<file path="src/rtl/sat_pkg.sv">
package sat_pkg;
  typedef enum logic {ORD_MSB_FIRST = 1'b0, ORD_LSB_FIRST = 1'b1} bit_order_e;
  typedef enum logic {ALN_LEFT = 1'b0, ALN_RIGHT = 1'b1} slot_align_e;
endpackage

</file>
<file path="src/rtl/sat_slot_ctr.sv">
module sat_slot_ctr #(
  parameter int LEN_W = 6
) (
  input  logic             clk_i,
  input  logic             rst_ni,
  input  logic             bclk_en_i,
  input  logic             fsync_i,
  input  logic [LEN_W-1:0] slot_len_i,
  output logic [LEN_W-1:0] idx_o,
  output logic             slot_start_o
);
  logic [LEN_W-1:0] nxt_q;
  logic [LEN_W:0]   inc;

  always_comb begin
    idx_o        = fsync_i ? '0 : nxt_q;
    inc          = {1'b0, idx_o} + 1'b1;
    slot_start_o = bclk_en_i && (idx_o == '0);
  end

  always_ff @(posedge clk_i or negedge rst_ni) begin
    if (!rst_ni) nxt_q <= '0;
    else if (bclk_en_i) nxt_q <= (inc >= {1'b0, slot_len_i}) ? '0 : inc[LEN_W-1:0];
  end
endmodule

</file>
<file path="src/rtl/sat_hold.sv">
module sat_hold #(
  parameter int DATA_W = 24
) (
  input  logic              clk_i,
  input  logic              rst_ni,
  input  logic              wr_i,
  input  logic [DATA_W-1:0] wr_data_i,
  input  logic              load_i,
  output logic [DATA_W-1:0] hold_o,
  output logic              empty_o
);
  always_ff @(posedge clk_i or negedge rst_ni) begin
    if (!rst_ni) begin
      hold_o  <= '0;
      empty_o <= 1'b1;
    end else begin
      if (wr_i) hold_o <= wr_data_i;
      // a write in the load cycle keeps the new word pending
      if (wr_i) empty_o <= 1'b0;
      else if (load_i) empty_o <= 1'b1;
    end
  end

  AST_EMPTY_SET_ON_LOAD: assert property (@(posedge clk_i) disable iff (!rst_ni)
    $rose(empty_o) |-> $past(load_i));
  AST_EMPTY_CLR_ON_WR: assert property (@(posedge clk_i) disable iff (!rst_ni)
    $fell(empty_o) |-> $past(wr_i));
endmodule

</file>
<file path="src/rtl/sat_bit_sel.sv">
module sat_bit_sel
  import sat_pkg::*;
#(
  parameter int DATA_W = 24,
  parameter int LEN_W  = 6
) (
  input  logic [DATA_W-1:0] word_i,
  input  logic [LEN_W-1:0]  idx_i,
  input  logic [LEN_W-1:0]  wlen_i,
  input  logic [LEN_W-1:0]  slen_i,
  input  logic              lsb_first_i,
  input  logic              right_align_i,
  input  logic              zero_pad_i,
  output logic              bit_o
);
  bit_order_e        order;
  slot_align_e       align;
  logic [LEN_W-1:0]  pad_len, j, pos, last_pos;
  logic              use_pad, pad_bit, last_bit;
  logic [DATA_W-1:0] sh_data, sh_last;

  always_comb begin
    order    = bit_order_e'(lsb_first_i);
    align    = slot_align_e'(right_align_i);
    pad_len  = slen_i - wlen_i;
    last_pos = (order == ORD_LSB_FIRST) ? wlen_i - 1'b1 : '0;
    sh_last  = word_i >> last_pos;
    last_bit = sh_last[0];
    use_pad  = 1'b0;
    pad_bit  = 1'b0;
    j        = '0;
    if (align == ALN_RIGHT) begin
      if (idx_i < pad_len) use_pad = 1'b1;
      else j = idx_i - pad_len;
    end else begin
      if (idx_i >= wlen_i) begin
        use_pad = 1'b1;
        pad_bit = zero_pad_i ? 1'b0 : last_bit;
      end else begin
        j = idx_i;
      end
    end
    pos     = (order == ORD_LSB_FIRST) ? j : wlen_i - 1'b1 - j;
    sh_data = word_i >> pos;
    bit_o   = use_pad ? pad_bit : sh_data[0];
  end
endmodule

</file>
<file path="src/rtl/audio_slot_tx.sv">
module audio_slot_tx #(
  parameter int DATA_W   = 24,
  parameter int SLOT_MAX = 32,
  localparam int LEN_W   = $clog2(SLOT_MAX + 1)
) (
  input  logic              clk_i,
  input  logic              rst_ni,
  input  logic              bclk_en_i,
  input  logic              fsync_i,
  input  logic [LEN_W-1:0]  word_len_i,
  input  logic [LEN_W-1:0]  slot_len_i,
  input  logic              lsb_first_i,
  input  logic              right_align_i,
  input  logic              zero_pad_i,
  input  logic              tx_en_i,
  input  logic              rx_en_i,
  input  logic              wr_i,
  input  logic [DATA_W-1:0] wr_data_i,
  output logic              hold_empty_o,
  output logic              underrun_o,
  output logic              sdo_o,
  output logic              sdo_oe_o,
  output logic              rx_sel_o
);
  logic [LEN_W-1:0]  idx;
  logic              slot_start;
  logic [DATA_W-1:0] hold_word, shreg_q, cur_word;
  logic              active_q, stop_q;
  logic              go, load, urun_set, act_nxt, tx_bit;

  sat_slot_ctr #(.LEN_W(LEN_W)) u_ctr (
    .clk_i, .rst_ni, .bclk_en_i, .fsync_i,
    .slot_len_i,
    .idx_o        (idx),
    .slot_start_o (slot_start)
  );

  sat_hold #(.DATA_W(DATA_W)) u_hold (
    .clk_i, .rst_ni, .wr_i, .wr_data_i,
    .load_i  (load),
    .hold_o  (hold_word),
    .empty_o (hold_empty_o)
  );

  // lane continues at a slot start unless a disable was seen during the slot
  always_comb begin
    go       = slot_start && tx_en_i && (fsync_i || (active_q && !stop_q));
    load     = go && !hold_empty_o;
    urun_set = go && hold_empty_o;
    act_nxt  = slot_start ? go : active_q;
    cur_word = load ? hold_word : shreg_q;
  end

  sat_bit_sel #(.DATA_W(DATA_W), .LEN_W(LEN_W)) u_sel (
    .word_i        (cur_word),
    .idx_i         (idx),
    .wlen_i        (word_len_i),
    .slen_i        (slot_len_i),
    .lsb_first_i,
    .right_align_i,
    .zero_pad_i,
    .bit_o         (tx_bit)
  );

  always_ff @(posedge clk_i or negedge rst_ni) begin
    if (!rst_ni) begin
      active_q   <= 1'b0;
      stop_q     <= 1'b0;
      shreg_q    <= '0;
      underrun_o <= 1'b0;
      sdo_o      <= 1'b0;
    end else begin
      if (active_q && !tx_en_i) stop_q <= 1'b1;
      if (bclk_en_i) begin
        if (slot_start) begin
          active_q <= go;
          stop_q   <= 1'b0;
          if (load) shreg_q <= hold_word;
          if (urun_set) underrun_o <= 1'b1;
        end
        sdo_o <= act_nxt ? tx_bit : 1'b0;
      end
    end
  end

  assign sdo_oe_o = active_q;
  assign rx_sel_o = !active_q && rx_en_i;

  AST_OE_RISE_AT_FSYNC: assert property (@(posedge clk_i) disable iff (!rst_ni)
    $rose(sdo_oe_o) |-> $past(bclk_en_i && fsync_i));
  AST_OE_FALL_AT_SLOT: assert property (@(posedge clk_i) disable iff (!rst_ni)
    $fell(sdo_oe_o) |-> $past(slot_start));
  AST_UNDERRUN_STICKY: assert property (@(posedge clk_i) disable iff (!rst_ni)
    underrun_o |=> underrun_o);
  AST_SDO_HOLD: assert property (@(posedge clk_i) disable iff (!rst_ni)
    !bclk_en_i |=> $stable(sdo_o));
  AST_IDLE_LOW: assert property (@(posedge clk_i) disable iff (!rst_ni)
    !sdo_oe_o |-> !sdo_o);
  AST_NO_SHARED_EN: assert property (@(posedge clk_i) disable iff (!rst_ni)
    !(tx_en_i && rx_en_i));
endmodule

</file>
<file path="config.mk">
export PLATFORM = sky130hd
export DESIGN_NAME = audio_slot_tx
export DESIGN_NICKNAME = d
export VERILOG_FILES = /design/src/rtl/sat_pkg.sv /design/src/rtl/sat_slot_ctr.sv /design/src/rtl/sat_hold.sv /design/src/rtl/sat_bit_sel.sv /design/src/rtl/audio_slot_tx.sv
export SDC_FILE = /design/constraint.sdc
export NUM_CORES = 1
export LEC_CHECK = 0
export BUFFER_PORTS_ARGS = -buffer_cell sky130_fd_sc_hd__buf_2
export CAP_MARGIN = 20
export CORE_ASPECT_RATIO = 0.5
export CORE_MARGIN = 4
export CORE_UTILIZATION = 59
export CTS_CLUSTER_SIZE = 12
export DETAILED_ROUTE_END_ITERATION = 10
export PLACE_DENSITY = 0.81
export SLEW_MARGIN = 10
export SYNTH_ARGS = -nofsm -noshare
export SYNTH_HDL_FRONTEND = slang
export SYNTH_SLANG_ARGS = --single-unit
</file>
<file path="constraint.sdc">
create_clock -name clk_i -period 4.6 [get_ports clk_i]
set_input_delay 0.23 -clock clk_i [delete_from_list [all_inputs] [get_ports clk_i]]
set_output_delay 0.23 -clock clk_i [all_outputs]
set_load 0.02 [all_outputs]
</file>
==> metrics.yaml <==
grt_max_degree: 60
core_sq_mm: 0.00688
r2r_slack_ns: 0.28
pin_count: 51
top_usage_layer: "met2"
netSwitchingPower_w: 0.000737
grt.met2_usage_pct: 44.4
stdcell_count: 617
cts_made_buffers: 9
synth.largest_area_cell: "dfrtp_1"
synth_compound_area_share_pct: 16.9
seq_area_frac_synth_pct: 34.3
hold_viol: 0
diodes: 0
yosys.area_share.adder_pct: 10.4
clock_sinks: 59
drtAntennaViolNets: 0
p_leak_nw: 2.54
layout_min_cycle_time_ns: 4.49
yosys.area_share.simple_pct: 12.8
first_global_vias: 3585
drc: 0
status: "complete, no violations"
finalSetupViolCount: 0
gp_congestion: 0.930
cts.hold.buffers_added: 0
p_per_area_mw_per_mm2: 439
die_w_um: 129
preCtsSetupSlack_ns: -0.289
grt_use_met1_pct: 33.8
grt_pass1_wl_um: 17600
arrival_ns: 4.71
dp.cells: 596
min_period_over_period_pct: 97.6
fin_ws_ns: 0.108
ys_types: 66
critPathRequiredTime_ns: 4.82
use_met3_pct: 6.24
gr-total-overflow: 0
hold_class: "in -> async"
tightest_slew_ns: 0.742
synth-xor-area-share_pct: 3.66
wl_per_cell_um: 17.6
drt-initial-drc-count: 305
peakVddDrop_uv: 229
synthToLayoutAreaGrowth_pct: 23.4
synth.area.top_cells: "dfrtp_1 (34%), mux2_2 (12%), ha_1 (9.0%)"
synthMuxAreaShare_pct: 17.2
htreeDepth: 3
start_kind: "input pin"
die-area_sq_mm: 0.00882
p_seq_share_pct: 31.9
synth_top_family_by_area: "multiplexers"
synth_most_common_cell: "dfrtp_1"
synth_nets: 515
clk_pin_slew_worst_paths_ns: 0.05
rr_startpoint: "u_ctr.nxt_q[5]"
reg2reg_to: "sdo_o"
intPower_w: 0.00160
synthFlopType: "dfrtp_1"
swShare_pct: 31.5
synth-seq-cells: 59
cts_tree: "yes"
die_y_um: 68.5
max_freq_mhz: 223
rr_worst_depth: 15
fin_skew_ns: 0.00401
io_buffers: 50
clkLatencyLatePin_ns: 0.33
root_buffer: "clkbuf_16"
tns_ns: 0
wl_um: 10900
syn_inst: 435
synth.top_cell.area_share_pct: 33.7
fillers: 461
maxCapViolCount: 0
final-max-slew-violation-count: 0
start_util_pct: 62.6
vias_per_cell: 6.00
criticalPathCategory: "in -> reg"
final_layout_size_suffix_gt1_share_pct: 32.0
dr.pass1.iters: 5
antenna_found_initial: 0
p_comb_share_pct: 34.6
critical_path.endpoint_type: "register"
path_max_fanout: 4
slew_headroom_pct: 50.6
vias: 3699
rows: 21
nets: 600
dp.final_hpwl_um: 7860
synth_edf_count: 0
yosys_warnings: 0
synthesis.area_sq_mm: 0.00431
timing.hold.ws_ns: 0.0420
grt_usage_pct: 26.1
postSynthAreaPerCell_sq_um: 9.91
yosys-top-cells-count: "dfrtp_1 (58), mux2_2 (45), inv_1 (37)"
synthArstFlopShare_pct: 100
clkPwrFrac_pct: 33.5
cts_buffer_depth: 2
==> worst max-delay path, stage by stage <==
cell and delay, ns:
buf_2 0.10, inv_2 0.05, ha_1 0.26, a21o_1 0.15
a21o_1 0.16, a21o_1 0.17, a21oi_2 0.15, xnor2_1 0.13
ha_1 0.29, a21o_1 0.21, a31o_1 0.22, o21ai_2 0.22
a21oi_2 0.09, ha_2 0.20, fa_2 0.48, o221a_4 0.29
mux2_4 0.21, nor4_1 0.04, or4_1 0.52, mux2_4 0.28
a211o_1 0.25
==> layout make-up <==
class | instances | area [sq um] | area share [%]
timing repair buffer | 87 | 541 | 10.2
tap | 92 | 115 | 2.16
inverter | 38 | 143 | 2.68
sequential | 59 | 1480 | 27.8
multi-input combinational | 325 | 2700 | 50.7
clock buffer | 10 | 239 | 4.49
clock inverter | 6 | 111 | 2.09
==> per-layer routing <==
layer / part of all wire, % / wire length (um) / vias up
li1: - / - / 1763
met5: 0 / 0 / -
met2: 46 / 4940 / 157
met1: 45 / 4910 / 1758
met4: 1.9 / 204 / 0
met3: 7.4 / 803 / 21
==> cell families after synthesis <==
family          count (synthesis)
fa+ha+maj                      34
mux                            67
flops                          59
compound gates                 97
xor+xnor                       18
simple gates                  109
buf+inv                        51
==> through the flow <==
step                      util, %  total power (W)  area [sq um]
after floorplan                 -          0.00128          4350
after global placement       71.2          0.00148          4900
after detailed placement     71.2          0.00151          4900
after CTS                    76.3          0.00231          5250
after global routing         77.3          0.00246          5320
final                        77.3          0.00234          5320
==> repair_timing <==
| item | CTS | global route |
|---|---|---|
| buffers inserted | 0 | 5 |
| gates resized for setup | 0 | 7 |
| endpoints found under the setup margin | 0 | 1 |
==> power groups by stage <==
stage | clock network [W] | registers, W | logic, W
after floorplan | 0 | 0.000739 | 0.000545
after global placement | 0 | 0.000738 | 0.000742
after detailed placement | 0 | 0.000748 | 0.000765
after CTS | 0.000790 | 0.000743 | 0.000777
after global routing | 0.000818 | 0.000760 | 0.000885
final | 0.000784 | 0.000745 | 0.000809
==> how the worst max path moves through the flow <==
stage,start,end,slack [ns],depth (start not counted)
final,word_len_i[1],sdo_o,0.11,21
after global routing,word_len_i[1],sdo_o,-0.05,21
after CTS,word_len_i[1],sdo_o,0.05,21
after detailed placement,word_len_i[1],sdo_o,-0.29,21
after global placement,word_len_i[1],sdo_o,-0.14,21
after floorplan,word_len_i[1],sdo_o,0.02,20
==> state kept, by name, summed over array words and instances (netlist names) <==
| register | flops |
|---|---|
| shreg_q | 24 |
| u_ctr.nxt_q | 6 |
| stop_q | 1 |
| underrun_o | 1 |
| sdo_o | 1 |
| sdo_oe_o | 1 |
| u_hold.hold_o | 24 |
| u_hold.empty_o | 1 |
==> placed cells by master, fill, tap and decap left out, types with 11 or more instances in the layout <==
| cell type | instances |
|---|---|
| xnor2_1 | 14 |
| buf_4 | 36 |
| a21o_1 | 12 |
| dfrtp_1 | 58 |
| nand2_1 | 33 |
| a21oi_1 | 13 |
| inv_1 | 36 |
| mux2_2 | 43 |
| nand3_1 | 11 |
| ha_1 | 30 |
| nor2b_1 | 11 |
| mux2i_1 | 18 |
| nor2_1 | 23 |
| buf_2 | 50 |
(Power assumes the default switching activity.)
